`src/rtl/rng_word_pkg.sv`:
```
package rng_word_pkg;
  localparam int BLOCK_BITS = 128;
  localparam int LANE_BITS  = 16;
  localparam int LANES      = BLOCK_BITS / LANE_BITS;
  localparam int LANE_IDX_W = $clog2(LANES);

  typedef struct packed {
    logic                  sampleTake;
    logic                  seedClear;
    logic                  blkPush;
    logic                  rspLoad;
    logic                  rspOk;
    logic                  useNext;
    logic [LANE_IDX_W-1:0] rdLane;
  } dp_ctl_t;

  function automatic logic [LANE_IDX_W:0] laneCount(input logic [1:0] code);
    case (code)
      2'd0:    laneCount = (LANE_IDX_W+1)'(1);
      2'd1:    laneCount = (LANE_IDX_W+1)'(2);
      2'd2:    laneCount = (LANE_IDX_W+1)'(4);
      default: laneCount = '0;
    endcase
  endfunction
endpackage

```
`src/rtl/rng_word_ctrl.sv`:
```
module rng_word_ctrl
  import rng_word_pkg::*;
#(
  parameter int BLOCK_LIMIT = 511,
  parameter int BUF_DEPTH   = 2
) (
  input  logic                         clk,
  input  logic                         rst,
  input  logic                         sampleValid,
  output logic                         sampleReady,
  output logic                         seedValid,
  input  logic                         seedReady,
  input  logic                         blkValid,
  output logic                         blkReady,
  input  logic                         healthFault,
  input  logic                         reqValid,
  input  logic [1:0]                   reqWidth,
  output logic                         rspValid,
  output logic                         rspOk,
  output logic                         reseedReq,
  output logic [$clog2(BUF_DEPTH)-1:0] wrIdx,
  output logic [$clog2(BUF_DEPTH)-1:0] headIdx,
  output dp_ctl_t                      ctl
);
  localparam int PTR_W = $clog2(BUF_DEPTH);
  localparam int OCC_W = PTR_W + 1;
  localparam int CNT_W = $clog2(BLOCK_LIMIT + 1);

  logic             pending;
  logic [1:0]       seedCnt;
  logic [CNT_W-1:0] blkCnt;
  logic [PTR_W-1:0] headPtr, tailPtr;
  logic [OCC_W-1:0] occ;
  logic [LANE_IDX_W-1:0] laneOff;

  logic seedAccept, blkAccept, sampleAccept;
  logic widthOk, fits, useNext, canServe, doPop, lastUse;
  logic [LANE_IDX_W:0] nLanes, laneSum;

  always_comb begin
    sampleReady  = pending && (seedCnt < 2'd2);
    sampleAccept = sampleValid && sampleReady;
    seedValid    = pending && (seedCnt == 2'd2);
    seedAccept   = seedValid && seedReady;
    blkReady     = !pending && (occ < OCC_W'(BUF_DEPTH)) && (blkCnt < CNT_W'(BLOCK_LIMIT));
    blkAccept    = blkValid && blkReady;
    nLanes       = laneCount(reqWidth);
    widthOk      = (nLanes != '0);
    laneSum      = {1'b0, laneOff} + nLanes;
    fits         = laneSum <= (LANE_IDX_W+1)'(LANES);
    lastUse      = laneSum == (LANE_IDX_W+1)'(LANES);
    useNext      = !fits;
    canServe     = reqValid && widthOk && !pending && !healthFault &&
                   (occ != '0) && (fits || occ >= OCC_W'(2));
    doPop        = canServe && (useNext || lastUse);
  end

  always_ff @(posedge clk) begin
    if (rst) begin
      pending  <= 1'b1;
      seedCnt  <= '0;
      blkCnt   <= '0;
      headPtr  <= '0;
      tailPtr  <= '0;
      occ      <= '0;
      laneOff  <= '0;
      rspValid <= 1'b0;
      rspOk    <= 1'b0;
    end else begin
      rspValid <= reqValid;
      rspOk    <= canServe;
      if (sampleAccept) seedCnt <= seedCnt + 2'd1;
      if (seedAccept) begin
        pending <= 1'b0;
        seedCnt <= '0;
        blkCnt  <= '0;
        headPtr <= '0;
        tailPtr <= '0;
        occ     <= '0;
        laneOff <= '0;
      end else begin
        if (blkAccept) begin
          blkCnt  <= blkCnt + CNT_W'(1);
          tailPtr <= tailPtr + PTR_W'(1);
          if (blkCnt == CNT_W'(BLOCK_LIMIT - 1)) pending <= 1'b1;
        end
        if (doPop) headPtr <= headPtr + PTR_W'(1);
        occ <= occ + OCC_W'(blkAccept) - OCC_W'(doPop);
        if (canServe) begin
          if (useNext)      laneOff <= nLanes[LANE_IDX_W-1:0];
          else if (lastUse) laneOff <= '0;
          else              laneOff <= laneSum[LANE_IDX_W-1:0];
        end
      end
    end
  end

  always_comb begin
    reseedReq      = pending;
    wrIdx          = tailPtr;
    headIdx        = headPtr;
    ctl.sampleTake = sampleAccept;
    ctl.seedClear  = seedAccept;
    ctl.blkPush    = blkAccept;
    ctl.rspLoad    = reqValid;
    ctl.rspOk      = canServe;
    ctl.useNext    = useNext;
    ctl.rdLane     = useNext ? '0 : laneOff;
  end

  a_r2_rsp_next: assert property (@(posedge clk) disable iff (rst)
    reqValid |=> rspValid);
  a_r6_cnt_cap: assert property (@(posedge clk) disable iff (rst)
    blkCnt <= CNT_W'(BLOCK_LIMIT));
  a_r6_reseed_at_limit: assert property (@(posedge clk) disable iff (rst)
    (blkAccept && blkCnt == CNT_W'(BLOCK_LIMIT - 1)) |=> (reseedReq && !blkReady));
  a_r7_ok_needs_ready: assert property (@(posedge clk) disable iff (rst)
    (rspValid && rspOk) |-> $past(!pending && !healthFault));
  a_r10_occ_bound: assert property (@(posedge clk) disable iff (rst)
    occ <= OCC_W'(BUF_DEPTH));
  a_r5_seed_hold: assert property (@(posedge clk) disable iff (rst)
    (seedValid && !seedReady) |=> seedValid);
endmodule

```
`src/rtl/rng_word_dp.sv`:
```
module rng_word_dp
  import rng_word_pkg::*;
#(
  parameter int BUF_DEPTH = 2
) (
  input  logic                         clk,
  input  logic                         rst,
  input  dp_ctl_t                      ctl,
  input  logic [$clog2(BUF_DEPTH)-1:0] wrIdx,
  input  logic [$clog2(BUF_DEPTH)-1:0] headIdx,
  input  logic [1:0]                   reqWidth,
  input  logic [BLOCK_BITS-1:0]        sampleData,
  input  logic [BLOCK_BITS-1:0]        blkData,
  output logic [2*BLOCK_BITS-1:0]      seedData,
  output logic [63:0]                  rspData
);
  localparam int PTR_W = $clog2(BUF_DEPTH);

  logic [BLOCK_BITS-1:0] bufMem [BUF_DEPTH];
  logic [PTR_W-1:0]      selIdx;
  logic [BLOCK_BITS-1:0] shifted;
  logic [63:0]           sliced;

  always_ff @(posedge clk) begin
    if (rst || ctl.seedClear) seedData <= '0;
    else if (ctl.sampleTake)  seedData <= {seedData[BLOCK_BITS-1:0], sampleData};
  end

  always_ff @(posedge clk) begin
    if (ctl.blkPush) bufMem[wrIdx] <= blkData;
  end

  always_comb begin
    selIdx  = ctl.useNext ? headIdx + PTR_W'(1) : headIdx;
    shifted = bufMem[selIdx] >> (ctl.rdLane * LANE_BITS);
    case (reqWidth)
      2'd0:    sliced = {48'd0, shifted[15:0]};
      2'd1:    sliced = {32'd0, shifted[31:0]};
      default: sliced = shifted[63:0];
    endcase
  end

  always_ff @(posedge clk) begin
    if (rst)              rspData <= '0;
    else if (ctl.rspLoad) rspData <= ctl.rspOk ? sliced : '0;
  end

  a_r4_fail_zero: assert property (@(posedge clk) disable iff (rst)
    (ctl.rspLoad && !ctl.rspOk) |=> (rspData == '0));
  a_r1_short_zero_ext: assert property (@(posedge clk) disable iff (rst)
    (ctl.rspLoad && reqWidth == 2'd0) |=> (rspData[63:16] == '0));
endmodule

```
`src/rtl/rng_word_server.sv`:
```
module rng_word_server
  import rng_word_pkg::*;
#(
  parameter int BLOCK_LIMIT = 511,
  parameter int BUF_DEPTH   = 2
) (
  input  logic         clk,
  input  logic         rst,
  input  logic         sampleValid,
  input  logic [127:0] sampleData,
  output logic         sampleReady,
  output logic         seedValid,
  output logic [255:0] seedData,
  input  logic         seedReady,
  input  logic         blkValid,
  input  logic [127:0] blkData,
  output logic         blkReady,
  input  logic         healthFault,
  input  logic         reqValid,
  input  logic [1:0]   reqWidth,
  output logic         rspValid,
  output logic         rspOk,
  output logic [63:0]  rspData,
  output logic         reseedReq
);
  localparam int PTR_W = $clog2(BUF_DEPTH);

  dp_ctl_t          ctl;
  logic [PTR_W-1:0] wrIdx, headIdx;

  rng_word_ctrl #(.BLOCK_LIMIT(BLOCK_LIMIT), .BUF_DEPTH(BUF_DEPTH)) u_ctrl (
    .clk(clk), .rst(rst),
    .sampleValid(sampleValid), .sampleReady(sampleReady),
    .seedValid(seedValid), .seedReady(seedReady),
    .blkValid(blkValid), .blkReady(blkReady),
    .healthFault(healthFault),
    .reqValid(reqValid), .reqWidth(reqWidth),
    .rspValid(rspValid), .rspOk(rspOk), .reseedReq(reseedReq),
    .wrIdx(wrIdx), .headIdx(headIdx), .ctl(ctl)
  );

  rng_word_dp #(.BUF_DEPTH(BUF_DEPTH)) u_dp (
    .clk(clk), .rst(rst), .ctl(ctl),
    .wrIdx(wrIdx), .headIdx(headIdx), .reqWidth(reqWidth),
    .sampleData(sampleData), .blkData(blkData),
    .seedData(seedData), .rspData(rspData)
  );
endmodule

```
`config.mk`:
```
export PLATFORM = sky130hd
export DESIGN_NAME = rng_word_server
export DESIGN_NICKNAME = d
export VERILOG_FILES = /design/src/rtl/rng_word_pkg.sv /design/src/rtl/rng_word_ctrl.sv /design/src/rtl/rng_word_dp.sv /design/src/rtl/rng_word_server.sv
export SDC_FILE = /design/constraint.sdc
export NUM_CORES = 1
export LEC_CHECK = 0
export CORE_MARGIN = 5
export CORE_UTILIZATION = 30
export DETAILED_ROUTE_END_ITERATION = 16
export GPL_ROUTABILITY_DRIVEN = 0
export GPL_TIMING_DRIVEN = 0
export PLACE_DENSITY = 0.53
export SLEW_MARGIN = 15
export SYNTH_ARGS = -nofsm -noshare
export SYNTH_HDL_FRONTEND = slang
export SYNTH_HIERARCHICAL = 1
export SYNTH_SLANG_ARGS = --single-unit
```
`constraint.sdc`:
```
create_clock -name clk -period 21.4 [get_ports clk]
set_input_delay 4.28 -clock clk [delete_from_list [all_inputs] [get_ports clk]]
set_output_delay 4.28 -clock clk [all_outputs]
set_load 0.02 [all_outputs]
```
==> results of run 1 <==
[synth_stat cells, drive strengths merged (13+ instances only)]
master | instances | area share [%]
o22ai | 45 | 1.2
a211oi | 23 | 0.73
a22oi | 19 | 0.59
nor2b | 22 | 0.57
clkbuf | 91 | 1.4
nand2 | 103 | 1.6
nor2 | 303 | 4.7
buf | 45 | 1.3
edfxtp | 256 | 32
o21ai | 78 | 1.6
dfxtp | 341 | 28
a21oi | 70 | 1.4
nor3 | 17 | 0.35
mux2i | 429 | 18
mux4 | 13 | 1.2
mux2 | 16 | 0.74
[state kept, by name (all words and copies together), names as in the netlist]
name              flops
u_ctrl/rspValid       1
u_ctrl/blkCnt         9
u_ctrl/rspOk          1
u_ctrl/wrIdx          1
u_dp/bufMem         256
u_ctrl/headIdx        1
u_dp/rspData         64
u_ctrl/reseedReq      1
u_ctrl/occ            2
u_dp/seedData       256
u_ctrl/seedCnt        2
u_ctrl/laneOff        3
[worst max-delay path, stage by stage]
cell,delay [ns]
sky130_fd_sc_hd__clkdlybuf4s50_1,0.71
sky130_fd_sc_hd__nor2_1,0.12
sky130_fd_sc_hd__ha_1,0.24
sky130_fd_sc_hd__fa_1,0.39
sky130_fd_sc_hd__xnor2_1,0.28
sky130_fd_sc_hd__a22o_1,0.33
sky130_fd_sc_hd__and2_1,0.17
sky130_fd_sc_hd__buf_2,0.30
sky130_fd_sc_hd__buf_2,0.37
sky130_fd_sc_hd__buf_4,0.29
sky130_fd_sc_hd__clkbuf_1,0.60
sky130_fd_sc_hd__clkbuf_1,0.69
sky130_fd_sc_hd__nand3_1,0.16
sky130_fd_sc_hd__nand4_1,0.14
sky130_fd_sc_hd__a21oi_1,0.07
[metrics by stage]
step	worst slack [ns]	hold slack (ns)	utilization (%)	instances	instance area, um2
2_1_floorplan	10.16	0.4452	-	2025	24230
3_3_place_gp	5.767	0.4430	39.18	3675	31460
3_5_place_dp	12.20	0.4485	39.43	3683	31660
4_1_cts	12.84	0.4562	42.32	3808	33980
5_1_grt	12.49	0.4826	42.33	3813	33990
6_report	12.69	0.4563	42.34	3814	33990
[final cells by class]
cell class                      instances  area share, %
Antenna cell                            6        0.04417
Buffer                                136          1.940
Clock buffer                           99          5.823
Clock inverter                         26         0.9902
Inverter                               10         0.1104
Multi-Input combinational cell       1282          26.56
Sequential cell                       597          42.70
Tap cell                             1060          3.902
Timing Repair Buffer                  598          17.93
[power by group]
group | total, mW | internal, mW | switching (mW) | leakage (nW)
logic | 0.511 | 0.231 | 0.280 | 5.81
clock network | 1.20 | 0.711 | 0.488 | 1.14
registers | 1.30 | 1.25 | 0.0460 | 5.08
total | 3.01 | 2.19 | 0.814 | 12.0
[logic make-up after synthesis]
family / Yosys count
mux: 458
buf+inv: 146
compound gates: 310
flops: 597
xor+xnor: 6
fa+ha+maj: 9
simple gates: 499
[worst min-delay path by stage]
stage | startpoint | to | slack [ns]
after floorplan | u_ctrl/blkCnt[4]$_SDFFE_PP0P_ | u_ctrl/blkCnt[4]$_SDFFE_PP0P_ | 0.45
after global placement | u_dp/rspData[6]$_SDFFE_PP0P_ | u_dp/rspData[6]$_SDFFE_PP0P_ | 0.44
after detailed placement | u_dp/rspData[9]$_SDFFE_PP0P_ | u_dp/rspData[9]$_SDFFE_PP0P_ | 0.45
after CTS | u_dp/rspData[9]$_SDFFE_PP0P_ | u_dp/rspData[9]$_SDFFE_PP0P_ | 0.46
after global routing | u_dp/rspData[9]$_SDFFE_PP0P_ | u_dp/rspData[9]$_SDFFE_PP0P_ | 0.48
final | u_dp/rspData[9]$_SDFFE_PP0P_ | u_dp/rspData[9]$_SDFFE_PP0P_ | 0.46
[layer usage]
layer / routed length, um / share of wire (%) / vias to the layer above
met5: 92 / 0.091 / -
met2: 47960 / 47 / 895
met4: 3464 / 3.4 / 14
met3: 8954 / 8.8 / 189
met1: 40770 / 40 / 9646
li1: - / - / 8727
==> impl_results.html, run 1 <==
<table>
<tr><th>Metric</th><th>Value</th></tr>
<tr><th colspan="2">Outcome</th></tr>
<tr><td>Status</td><td>completed</td></tr>
<tr><th colspan="2">Cells and area</th></tr>
<tr><td>Share of final-layout standard cells stronger than drive strength 1</td><td>6.878%</td></tr>
<tr><td>Area used by multi-input combinational logic</td><td>9027 um2</td></tr>
<tr><td>Most frequent cells in the layout</td><td>sky130_fd_sc_hd__clkdlybuf4s50_1 (590), sky130_fd_sc_hd__mux2i_1 (429), sky130_fd_sc_hd__dfxtp_1 (341)</td></tr>
<tr><td>Area added between synthesis and finish</td><td>40.30%</td></tr>
<tr><td>Sequential standard cell area</td><td>14,510 um2</td></tr>
<tr><td>Number of fill cells in the layout</td><td>about 7,500</td></tr>
<tr><td>Post-layout net count</td><td>around 3,000</td></tr>
<tr><td>Leading cell type in the layout, fill and taps excluded</td><td>sky130_fd_sc_hd__clkdlybuf4s50_1</td></tr>
<tr><th colspan="2">Synth</th></tr>
<tr><td>FF+latch count, synth</td><td>597</td></tr>
<tr><td>Xor-xnor portion of the synthesized cell area</td><td>less than 1%</td></tr>
<tr><td>Post-Syn Instances</td><td>a little over 2,000</td></tr>
<tr><td>Combinational family with the most area after synthesis</td><td>multiplexers</td></tr>
<tr><td>Count of yosys warnings during synthesis</td><td>6</td></tr>
<tr><td>Count of different cell masters after synthesis</td><td>63</td></tr>
<tr><td>Most used flip-flop cell after synthesis</td><td>sky130_fd_sc_hd__dfxtp_1</td></tr>
<tr><td>Share of synthesized flip-flops with an asynchronous set or reset</td><td>0%</td></tr>
<tr><td>Post-synthesis share of cell area spent on and, or, nand and nor gates</td><td>between 8 and 9%</td></tr>
<tr><td>Sequential area share after synthesis</td><td>59.90%</td></tr>
<tr><td>Fraction of synthesized area in multiplexers</td><td>19.68%</td></tr>
<tr><td>Cell area after synthesis</td><td>24,230 um2</td></tr>
<tr><td>Synth Net Count</td><td>roughly 2,300</td></tr>
<tr><td>Compound-Gate Fraction of Synth Area</td><td>8.108%</td></tr>
<tr><td>Average cell area after synthesis</td><td>about 12 um2</td></tr>
<tr><td>Number of flops mapped to enable cells by yosys</td><td>about 260</td></tr>
<tr><td>Synthesized-area fraction occupied by adder cells</td><td>0.4958%</td></tr>
<tr><th colspan="2">Setup path</th></tr>
<tr><td>Capture point of the worst reg-to-reg path</td><td>u_dp/rspData[46]$_SDFFE_PP0P_</td></tr>
<tr><td>Launch instance of the worst register-to-register path</td><td>u_ctrl/laneOff[0]$_SDFFE_PP0P_</td></tr>
<tr><td>Worst setup startpoint</td><td>reqWidth[1]</td></tr>
<tr><td>CP endpoint</td><td>u_dp/rspData[46]$_SDFFE_PP0P_</td></tr>
<tr><td>Element type at the critical path end</td><td>register</td></tr>
<tr><td>Cell count of the worst reg-to-reg path</td><td>13</td></tr>
<tr><td>Class of the most critical setup path</td><td>primary input to register</td></tr>
<tr><td>Kind of start point of the critical path</td><td>primary input</td></tr>
<tr><td>Critical-path maximum fanout</td><td>10</td></tr>
<tr><td>Arrival time of data at the critical path endpoint</td><td>9.17 ns</td></tr>
<tr><td>Worst-case register-to-register setup slack</td><td>roughly 17 ns</td></tr>
<tr><td>Data required, critical path</td><td>approximately 22 ns</td></tr>
<tr><th colspan="2">Floorplanning</th></tr>
<tr><td>Floorplan Core Area</td><td>approximately 80,000 um2</td></tr>
<tr><td>I/O pin count</td><td>between 500 and 600</td></tr>
<tr><td>Site Rows</td><td>104</td></tr>
<tr><td>Die outline area</td><td>about 87,000 um2</td></tr>
<tr><td>Effective utilization at floorplan</td><td>~30%</td></tr>
<tr><td>Die height</td><td>roughly 300 um</td></tr>
<tr><td>Die extent in x</td><td>between 200 and 300 um</td></tr>
<tr><th colspan="2">Pwr</th></tr>
<tr><td>Power Dens Cells</td><td>88.50 nW/um2</td></tr>
<tr><td>Leakage power</td><td>approximately 12 nW</td></tr>
<tr><td>Post-layout total power</td><td>around 3 mW</td></tr>
<tr><td>Max VDD drop</td><td>between 0.04 and 0.05 mV</td></tr>
<tr><th colspan="2">Timing</th></tr>
<tr><td>Count of final max-slew check failures</td><td>0</td></tr>
<tr><td>Minimum clock period</td><td>just under 9 ns</td></tr>
<tr><td>Worst clock skew on the final layout</td><td>approximately 0.023 ns</td></tr>
<tr><td>Transition time at the pin with the least slew margin</td><td>about 1.0 ns</td></tr>
<tr><td>Share of the clock period used by the worst path</td><td>between 40% and 50%</td></tr>
<tr><td>Total Neg Setup Slack</td><td>0 ns</td></tr>
<tr><td>Remaining max-slew budget at the tightest pin</td><td>approximately a third</td></tr>
<tr><td>Number of setup violations in the final report</td><td>0</td></tr>
<tr><td>Unrepaired setup endpoints after global routing</td><td>false</td></tr>
<tr><td>Fmax</td><td>approximately 110 MHz</td></tr>
<tr><td>Final Hold Violating Endpoints</td><td>0</td></tr>
<tr><th colspan="2">Route</th></tr>
<tr><td>Drt pass-1 iters</td><td>9</td></tr>
<tr><td>Via density</td><td>5.105</td></tr>
<tr><td>Number of nets with antenna violations after routing</td><td>0</td></tr>
<tr><td>Vias after detailed routing</td><td>between 15,000 and 20,000</td></tr>
<tr><td>Routed wirelength normalized by instance count</td><td>around 27 um</td></tr>
<tr><td>Total DRC errors in the routed layout</td><td>0</td></tr>
<tr><td>Final Routed Wirelength</td><td>101,200 um</td></tr>
<tr><td>Initial DRC Count</td><td>1,639</td></tr>
<tr><th colspan="2">Global route</th></tr>
<tr><td>Aggregate global-route resource usage</td><td>between 20% and 30%</td></tr>
<tr><td>Met3 Usage GRT</td><td>6.242%</td></tr>
<tr><td>Overall overflow remaining after global route</td><td>0</td></tr>
<tr><td>Most used routing layer in global routing</td><td>met2</td></tr>
<tr><td>First-pass GRT wire length</td><td>roughly 140,000 um</td></tr>
<tr><td>Antenna violations before repair</td><td>13</td></tr>
<tr><td>Number of global-route vias before repair</td><td>18,664</td></tr>
<tr><td>GR met2 Demand/Resource</td><td>36.05%</td></tr>
<tr><td>Pin count of the biggest net entering global routing</td><td>between 40 and 50</td></tr>
<tr><td>Global routing usage on met1</td><td>~28%</td></tr>
<tr><th colspan="2">Hold path</th></tr>
<tr><td>Worst min path class</td><td>register to register</td></tr>
<tr><td>Worst hold stages</td><td>2</td></tr>
<tr><th colspan="2">Clocking</th></tr>
<tr><td>Number of buffers inserted by hold repair at cts</td><td>0</td></tr>
<tr><td>Number of buffers inserted during clock tree synthesis</td><td>68</td></tr>
<tr><td>Clock slew at reported path FFs</td><td>roughly 0.060 ns</td></tr>
<tr><td>Number of clock sinks seen by CTS</td><td>between 500 and 600</td></tr>
<tr><td>CTS H-tree lvls</td><td>3</td></tr>
<tr><td>Post-cts sizing count</td><td>0</td></tr>
<tr><td>Root Buffer Master</td><td>sky130_fd_sc_hd__clkbuf_16</td></tr>
<tr><td>Worst-Skew Late Latency</td><td>~0.62 ns</td></tr>
<tr><td>TritonCTS clock tree</td><td>yes</td></tr>
<tr><td>Setup Buffers After CTS</td><td>0</td></tr>
<tr><td>Maximum count of clock buffers along a single path</td><td>3</td></tr>
<tr><th colspan="2">Placement</th></tr>
<tr><td>I/O Buffers</td><td>590</td></tr>
<tr><td>Final HPWL DP</td><td>slightly below 80,000 um</td></tr>
<tr><th colspan="2">Flow run</th></tr>
<tr><td>Max-capacitance violation count</td><td>0</td></tr>
</table>
Power figures use the tool's default switching activity.
==> run 2, diff against run 1 <==
==> constraint.sdc (replaced) <==
create_clock -name clk -period 8.2 [get_ports clk]
set_input_delay 1.64 -clock clk [delete_from_list [all_inputs] [get_ports clk]]
set_output_delay 1.64 -clock clk [all_outputs]
set_load 0.02 [all_outputs]
==> impl_results.html, run 2 (synthesis gave the netlist of run 1 again) <==
<table>
<tr><th>Metric</th><th>Value</th></tr>
<tr><th colspan="2">Route</th></tr>
<tr><td>Final Routed Wirelength</td><td>101,800 um (+0.56%)</td></tr>
<tr><td>Drt pass-1 iters</td><td>6 (-3)</td></tr>
<tr><td>Routed wirelength normalized by instance count</td><td>26.69 um (+0.56%)</td></tr>
<tr><td>Total DRC errors in the routed layout</td><td>0 (unchanged)</td></tr>
<tr><td>Initial DRC Count</td><td>1,892 (+15%)</td></tr>
<tr><td>Number of nets with antenna violations after routing</td><td>0 (unchanged)</td></tr>
<tr><td>Via density</td><td>5.106 (about the same)</td></tr>
<tr><td>Vias after detailed routing</td><td>19,473 (+0.010%)</td></tr>
<tr><th colspan="2">Floorplanning</th></tr>
<tr><td>Floorplan Core Area</td><td>80,290 um2 (unchanged)</td></tr>
<tr><td>Die height</td><td>294.2 um (unchanged)</td></tr>
<tr><td>Die outline area</td><td>86,540 um2 (unchanged)</td></tr>
<tr><td>Site Rows</td><td>104 (unchanged)</td></tr>
<tr><td>I/O pin count</td><td>591 (unchanged)</td></tr>
<tr><td>Effective utilization at floorplan</td><td>30.18% (unchanged)</td></tr>
<tr><td>Die extent in x</td><td>294.2 um (unchanged)</td></tr>
<tr><th colspan="2">Timing</th></tr>
<tr><td>Fmax</td><td>162.6 MHz</td></tr>
<tr><td>Remaining max-slew budget at the tightest pin</td><td>27.83% (-5.0 points)</td></tr>
<tr><td>Minimum clock period</td><td>6.151 ns</td></tr>
<tr><td>Number of setup violations in the final report</td><td>0 (unchanged)</td></tr>
<tr><td>Count of final max-slew check failures</td><td>0 (unchanged)</td></tr>
<tr><td>Unrepaired setup endpoints after global routing</td><td>false</td></tr>
<tr><td>Total Neg Setup Slack</td><td>0 ns (unchanged)</td></tr>
<tr><td>Share of the clock period used by the worst path</td><td>between 70% and 80%</td></tr>
<tr><td>Final Hold Violating Endpoints</td><td>0 (unchanged)</td></tr>
<tr><td>Worst clock skew on the final layout</td><td>0.02841 ns (+0.005871 ns)</td></tr>
<tr><td>Transition time at the pin with the least slew margin</td><td>1.083 ns (+0.07531 ns)</td></tr>
<tr><td>Hold Worst Slack</td><td>0.4535 ns (-0.002847 ns)</td></tr>
<tr><th colspan="2">Clocking</th></tr>
<tr><td>Root Buffer Master</td><td>sky130_fd_sc_hd__clkbuf_16</td></tr>
<tr><td>TritonCTS clock tree</td><td>yes</td></tr>
<tr><td>CTS H-tree lvls</td><td>3 (unchanged)</td></tr>
<tr><td>Number of buffers inserted by hold repair at cts</td><td>0 (unchanged)</td></tr>
<tr><td>Worst-Skew Late Latency</td><td>0.61 ns (about the same)</td></tr>
<tr><td>Clock slew at reported path FFs</td><td>0.06 ns (about the same)</td></tr>
<tr><td>Number of clock sinks seen by CTS</td><td>597 (unchanged)</td></tr>
<tr><td>Number of buffers inserted during clock tree synthesis</td><td>71 (+4.4%)</td></tr>
<tr><td>Post-cts sizing count</td><td>0 (unchanged)</td></tr>
<tr><td>Maximum count of clock buffers along a single path</td><td>3 (unchanged)</td></tr>
<tr><td>Setup Buffers After CTS</td><td>0 (unchanged)</td></tr>
<tr><th colspan="2">Setup path</th></tr>
<tr><td>Data required, critical path</td><td>8.69 ns (-13.17 ns)</td></tr>
<tr><td>Kind of start point of the critical path</td><td>primary input</td></tr>
<tr><td>Critical Path Slowest Stage Cell</td><td>sky130_fd_sc_hd__clkbuf_1</td></tr>
<tr><td>Element type at the critical path end</td><td>register</td></tr>
<tr><td>Largest incremental delay on the critical path</td><td>0.70 ns (about the same)</td></tr>
<tr><td>Launch instance of the worst register-to-register path</td><td>u_ctrl/laneOff[0]$_SDFFE_PP0P_</td></tr>
<tr><td>Worst setup startpoint</td><td>reqWidth[1]</td></tr>
<tr><td>Critical-path maximum fanout</td><td>10 (unchanged)</td></tr>
<tr><td>Class of the most critical setup path</td><td>primary input to register</td></tr>
<tr><td>Arrival time of data at the critical path endpoint</td><td>6.64 ns (-2.53 ns)</td></tr>
<tr><td>Cells along the critical path</td><td>clkdlybuf4s50_1, nor2_1, ha_1, fa_1, xnor2_1, a22o_1, and2_1, buf_2, buf_2, buf_4, clkbuf_1, clkbuf_1, a31oi_1, nand2_1, nand2_1</td></tr>
<tr><th colspan="2">Pwr</th></tr>
<tr><td>Leakage power</td><td>11.99 nW (-0.34%)</td></tr>
<tr><td>Max VDD drop</td><td>0.1392 mV (+190%)</td></tr>
<tr><td>Post-layout total power</td><td>7.798 mW (+160%)</td></tr>
<tr><td>Power Dens Cells</td><td>229.8 nW/um2 (+160%)</td></tr>
<tr><th colspan="2">Flow run</th></tr>
<tr><td>Max-capacitance violation count</td><td>0 (unchanged)</td></tr>
<tr><th colspan="2">Global route</th></tr>
<tr><td>Pin count of the biggest net entering global routing</td><td>53 (+10%)</td></tr>
<tr><td>Aggregate global-route resource usage</td><td>22.27% (+0.19 points)</td></tr>
<tr><td>Antenna violations before repair</td><td>13 (unchanged)</td></tr>
<tr><td>First-pass GRT wire length</td><td>141,500 um (+1.2%)</td></tr>
<tr><td>Number of global-route vias before repair</td><td>19,011 (+1.9%)</td></tr>
<tr><td>Overall overflow remaining after global route</td><td>0 (unchanged)</td></tr>
<tr><th colspan="2">Cells and area</th></tr>
<tr><td>Post-layout net count</td><td>2,969 (+0.067%)</td></tr>
<tr><td>Area added between synthesis and finish</td><td>40.04%</td></tr>
<tr><td>Share of final-layout standard cells stronger than drive strength 1</td><td>6.732% (-0.15 points)</td></tr>
<tr><td>Largest registers in the final layout</td><td>u_dp/bufMem x256, u_dp/seedData x256, u_dp/rspData x64</td></tr>
<tr><td>Most frequent cells in the layout</td><td>sky130_fd_sc_hd__clkdlybuf4s50_1 (590), sky130_fd_sc_hd__mux2i_1 (429), sky130_fd_sc_hd__dfxtp_1 (341)</td></tr>
<tr><td>Leading cell type in the layout, fill and taps excluded</td><td>sky130_fd_sc_hd__clkdlybuf4s50_1</td></tr>
<tr><th colspan="2">Outcome</th></tr>
<tr><td>Status</td><td>completed</td></tr>
<tr><th colspan="2">Placement</th></tr>
<tr><td>I/O Buffers</td><td>590 (unchanged)</td></tr>
<tr><td>Final HPWL DP</td><td>79,340 um (about the same)</td></tr>
<tr><th colspan="2">Hold path</th></tr>
<tr><td>Hold_sp</td><td>u_dp/rspData[13]$_SDFFE_PP0P_</td></tr>
<tr><td>Worst min path class</td><td>register to register</td></tr>
</table>
run 2: changes by cell type in the layout (fill, tap and decap cells not counted), sizes merged:
cell | previous run | this run
buf | 53 | 52
inv | 13 | 11
bufinv | 5 | 2
clkinvlp | 1 | 3
clkinv | 17 | 21
run 2: power breakdown:
group | switching (mW) | internal (mW) | total [mW]
sequential | 0.121 | 3.27 | 3.39
clock | 1.28 | 1.80 | 3.07
combinational | 0.733 | 0.602 | 1.33
total | 2.13 | 5.67 | 7.80
run 2: through the flow:
step                      utilization (%)  setup slack (ns)  cells  cell area, um2
after global routing                42.26             1.896   3813           33930
after detailed placement            39.40             1.601   3682           31630
after floorplan                         -             2.082   2025           24230
after global placement              39.19           -0.6792   3675           31460
after CTS                           42.24             2.233   3808           33920
final                               42.26             2.049   3814           33930
run 2: final timing paths:
check	endpoint	slack, ns	depth (start not counted)
min reg2reg	u_dp/rspData[13]$_SDFFE_PP0P_	0.45	2
max reg2reg	u_dp/rspData[40]$_SDFFE_PP0P_	3.58	13
min	u_dp/rspData[13]$_SDFFE_PP0P_	0.45	2
max	u_dp/rspData[40]$_SDFFE_PP0P_	2.05	15
run 2: worst max-delay path: cells and delay by family:
| family | cells | cell delay, ns |
|---|---|---|
| buffers and inverters | 6 | 3.01 |
| adder cells (fa/ha/maj) | 2 | 0.62 |
| AO/OA/AOI/OAI | 2 | 0.53 |
| AND/OR/NAND/NOR | 4 | 0.52 |
| XOR/XNOR | 1 | 0.28 |
run 2: area by class of cell:
type	count	area, um2
inverters	10	37.54
multi-input cells	1282	9027
plain buffers	136	659.4
well taps	1060	1326
flip-flops and latches	597	14510
clock buffers	99	2017
fillers	7571	46360
clock inverters	27	265.3
repair buffers	597	6068
diodes	6	15.01
run 2: per-layer routing:
layer  wire, um  vias to the layer above  GRT usage [%]
met1      41190                     9569          29.16
met5         13                        -              0
met3       8381                      176          5.162
met2      49530                      976          37.52
li1           -                     8750              -
met4       2699                        2          5.489
==> run 3, diff against run 2 <==
--- a/config.mk
+++ b/config.mk
@@ -10,7 +10,7 @@
 export DETAILED_ROUTE_END_ITERATION = 16
 export GPL_ROUTABILITY_DRIVEN = 0
 export GPL_TIMING_DRIVEN = 0
-export PLACE_DENSITY = 0.53
+export PLACE_DENSITY = 0.55
 export SLEW_MARGIN = 15
 export SYNTH_ARGS = -nofsm -noshare
 export SYNTH_HDL_FRONTEND = slang
==> constraint.sdc (replaced) <==
create_clock -name clk -period 4.93 [get_ports clk]
set_input_delay 0.986 -clock clk [delete_from_list [all_inputs] [get_ports clk]]
set_output_delay 0.986 -clock clk [all_outputs]
set_load 0.02 [all_outputs]
==> impl_results.html, run 3 (synthesis gave the netlist of run 1 again) <==
<table>
<tr><th>Metric</th><th>Value</th></tr>
<tr><th colspan="2">Hold path</th></tr>
<tr><td>Worst min path class</td><td>register to register</td></tr>
<tr><td>Hold_sp</td><td>u_dp/rspData[31]$_SDFFE_PP0P_</td></tr>
<tr><th colspan="2">Global route</th></tr>
<tr><td>Number of global-route vias before repair</td><td>19,196 (+0.97%)</td></tr>
<tr><td>First-pass GRT wire length</td><td>142,800 um (+0.94%)</td></tr>
<tr><td>Pin count of the biggest net entering global routing</td><td>47 (-11%)</td></tr>
<tr><td>Overall overflow remaining after global route</td><td>0 (unchanged)</td></tr>
<tr><td>Antenna violations before repair</td><td>13 (unchanged)</td></tr>
<tr><td>Aggregate global-route resource usage</td><td>22.65% (+0.38 points)</td></tr>
<tr><th colspan="2">Floorplanning</th></tr>
<tr><td>Site Rows</td><td>104 (unchanged)</td></tr>
<tr><td>Die extent in x</td><td>294.2 um (unchanged)</td></tr>
<tr><td>Die outline area</td><td>86,540 um2 (unchanged)</td></tr>
<tr><td>I/O pin count</td><td>591 (unchanged)</td></tr>
<tr><td>Floorplan Core Area</td><td>80,290 um2 (unchanged)</td></tr>
<tr><td>Effective utilization at floorplan</td><td>30.18% (unchanged)</td></tr>
<tr><td>Die height</td><td>294.2 um (unchanged)</td></tr>
<tr><th colspan="2">Setup path</th></tr>
<tr><td>Critical-path maximum fanout</td><td>10 (unchanged)</td></tr>
<tr><td>Class of the most critical setup path</td><td>primary input to register</td></tr>
<tr><td>Element type at the critical path end</td><td>register</td></tr>
<tr><td>Kind of start point of the critical path</td><td>primary input</td></tr>
<tr><td>Launch instance of the worst register-to-register path</td><td>u_ctrl/laneOff[0]$_SDFFE_PP0P_</td></tr>
<tr><td>Arrival time of data at the critical path endpoint</td><td>5.37 ns (-1.27 ns)</td></tr>
<tr><td>Worst setup startpoint</td><td>reqWidth[0]</td></tr>
<tr><td>Data required, critical path</td><td>5.39 ns (-3.30 ns)</td></tr>
<tr><td>Worst-case register-to-register setup slack</td><td>0.85 ns (-2.73 ns)</td></tr>
<tr><th colspan="2">Route</th></tr>
<tr><td>Vias after detailed routing</td><td>19,532 (+0.30%)</td></tr>
<tr><td>Number of nets with antenna violations after routing</td><td>0 (unchanged)</td></tr>
<tr><td>Routed wirelength normalized by instance count</td><td>27.16 um (+1.7%)</td></tr>
<tr><td>Final Routed Wirelength</td><td>103,800 um (+1.9%)</td></tr>
<tr><td>Via density</td><td>5.113 (+0.15%)</td></tr>
<tr><td>Drt pass-1 iters</td><td>6 (unchanged)</td></tr>
<tr><td>Initial DRC Count</td><td>2,035 (+7.6%)</td></tr>
<tr><td>Total DRC errors in the routed layout</td><td>0 (unchanged)</td></tr>
<tr><th colspan="2">Timing</th></tr>
<tr><td>Fmax</td><td>around 200 MHz</td></tr>
<tr><td>Share of the clock period used by the worst path</td><td>between 90% and 100%</td></tr>
<tr><td>Setup WS post-layout</td><td>0.01958 ns (-2.029 ns)</td></tr>
<tr><td>Minimum clock period</td><td>between 4 and 5 ns</td></tr>
<tr><td>Count of final max-slew check failures</td><td>0 (unchanged)</td></tr>
<tr><td>Number of setup violations in the final report</td><td>0 (unchanged)</td></tr>
<tr><td>Final Hold Violating Endpoints</td><td>0 (unchanged)</td></tr>
<tr><td>Transition time at the pin with the least slew margin</td><td>1.039 ns (-0.04348 ns)</td></tr>
<tr><td>Total Neg Setup Slack</td><td>0 ns (unchanged)</td></tr>
<tr><td>Worst clock skew on the final layout</td><td>0.02105 ns (-0.007357 ns)</td></tr>
<tr><td>Remaining max-slew budget at the tightest pin</td><td>30.47% (+2.6 points)</td></tr>
<tr><th colspan="2">Placement</th></tr>
<tr><td>I/O Buffers</td><td>590 (unchanged)</td></tr>
<tr><td>Final HPWL DP</td><td>80,520 um (+1.5%)</td></tr>
<tr><td>Worst setup slack before clock tree synthesis</td><td>-1.016 ns (-2.618 ns)</td></tr>
<tr><th colspan="2">Flow run</th></tr>
<tr><td>Max-capacitance violation count</td><td>0 (unchanged)</td></tr>
<tr><th colspan="2">Clocking</th></tr>
<tr><td>CTS H-tree lvls</td><td>3 (unchanged)</td></tr>
<tr><td>Root Buffer Master</td><td>sky130_fd_sc_hd__clkbuf_16</td></tr>
<tr><td>Number of buffers inserted by hold repair at cts</td><td>0 (unchanged)</td></tr>
<tr><td>Number of clock sinks seen by CTS</td><td>597 (unchanged)</td></tr>
<tr><td>Maximum count of clock buffers along a single path</td><td>3 (unchanged)</td></tr>
<tr><td>Worst-Skew Late Latency</td><td>0.62 ns (about the same)</td></tr>
<tr><td>TritonCTS clock tree</td><td>yes</td></tr>
<tr><td>Clock slew at reported path FFs</td><td>0.06 ns (about the same)</td></tr>
<tr><td>Number of buffers inserted during clock tree synthesis</td><td>70 (-1.4%)</td></tr>
<tr><th colspan="2">Pwr</th></tr>
<tr><td>Seq pwr share</td><td>41.8% (-1.7 points)</td></tr>
<tr><td>Post-layout total power</td><td>13.48 mW (+73%)</td></tr>
<tr><td>Max VDD drop</td><td>0.2368 mV (+70%)</td></tr>
<tr><td>Fraction of power spent switching nets</td><td>26.92% (-0.41 points)</td></tr>
<tr><td>Cell internal power dissipation</td><td>9.854 mW (+74%)</td></tr>
<tr><td>Leakage power</td><td>12.12 nW (+1.1%)</td></tr>
<tr><td>Switching power summed over all nets</td><td>3.630 mW (+70%)</td></tr>
<tr><td>Power share of the combinational group</td><td>16.7% (-0.4 points)</td></tr>
<tr><td>Power Dens Cells</td><td>394.2 nW/um2 (+72%)</td></tr>
<tr><td>Clk pwr share</td><td>41.5% (+2.1 points)</td></tr>
<tr><th colspan="2">Cells and area</th></tr>
<tr><td>Post-layout net count</td><td>2,967 (-0.067%)</td></tr>
<tr><td>Share of final-layout standard cells stronger than drive strength 1</td><td>7.488% (+0.76 points)</td></tr>
<tr><td>Area added between synthesis and finish</td><td>41.16%</td></tr>
<tr><td>Largest registers in the final layout</td><td>u_dp/bufMem x256, u_dp/seedData x256, u_dp/rspData x64</td></tr>
<tr><td>Most frequent cells in the layout</td><td>sky130_fd_sc_hd__clkdlybuf4s50_1 (589), sky130_fd_sc_hd__mux2i_1 (427), sky130_fd_sc_hd__dfxtp_1 (341)</td></tr>
<tr><td>Utilization after layout</td><td>42.60% (+0.34 points)</td></tr>
<tr><td>Leading cell type in the layout, fill and taps excluded</td><td>sky130_fd_sc_hd__clkdlybuf4s50_1</td></tr>
<tr><th colspan="2">Outcome</th></tr>
<tr><td>Status</td><td>completed</td></tr>
</table>
run 3: layer usage:
metal	wire (um)	track usage, %
met5	27	0
met4	2963	6.484
met3	10690	7.630
met2	48880	36.81
met1	41200	28.91
run 3: power by group through the flow:
stage / combinational, mW / clock (mW) / sequential (mW)
after global routing: 2.36 / 5.90 / 5.67
after floorplan: 0.848 / 0 / 5.96
after global placement: 2.20 / 0 / 5.73
after detailed placement: 2.24 / 0 / 5.74
after CTS: 2.25 / 5.72 / 5.64
final: 2.25 / 5.60 / 5.64
run 3: final timing paths:
check | cells after the start | to
worst max-delay path | 13 | u_dp/rspData[45]$_SDFFE_PP0P_
worst min-delay path | 2 | u_dp/rspData[31]$_SDFFE_PP0P_
worst max register to register | 11 | u_dp/rspData[45]$_SDFFE_PP0P_
worst min register to register | 2 | u_dp/rspData[31]$_SDFFE_PP0P_
run 3: layout make-up:
| class | count | area, um2 |
|---|---|---|
| fillers | 7477 | 46090 |
| flip-flops and latches | 597 | 14510 |
| multi-input cells | 1282 | 9046 |
| repair buffers | 597 | 6071 |
| clock buffers | 91 | 1956 |
| well taps | 1060 | 1326 |
| plain buffers | 135 | 675.6 |
| clock inverters | 39 | 551.8 |
| inverters | 10 | 37.54 |
| diodes | 9 | 22.52 |
run 3: through the flow:
step	cells	area [um2]	hold WS (ns)
floorplan	2025	24240	0.4452
global placement	3675	31470	0.4409
detailed placement	3682	31630	0.4489
CTS	3811	34150	0.4571
global route	3816	34190	0.4750
finish	3820	34200	0.4496
run 3: what timing repair did:
| action | 4_1_cts | 5_1_grt |
|---|---|---|
| resized for setup | 8 | 8 |
| endpoints found under the hold margin | 0 | 0 |
| setup buffers | 0 | 0 |
| endpoints found under the setup margin | 25 | 54 |
run 3: critical path, cell delays in order:
cell and delay, ns:
sky130_fd_sc_hd__clkdlybuf4s50_1 0.66, sky130_fd_sc_hd__nor2_1 0.10, sky130_fd_sc_hd__ha_1 0.24, sky130_fd_sc_hd__fa_1 0.38
sky130_fd_sc_hd__xnor2_1 0.29, sky130_fd_sc_hd__a22o_2 0.28, sky130_fd_sc_hd__and2_1 0.31, sky130_fd_sc_hd__clkbuf_1 0.47
sky130_fd_sc_hd__buf_1 0.49, sky130_fd_sc_hd__clkbuf_1 0.73, sky130_fd_sc_hd__nand3_1 0.20, sky130_fd_sc_hd__nand3_1 0.13
sky130_fd_sc_hd__o21ai_0 0.08
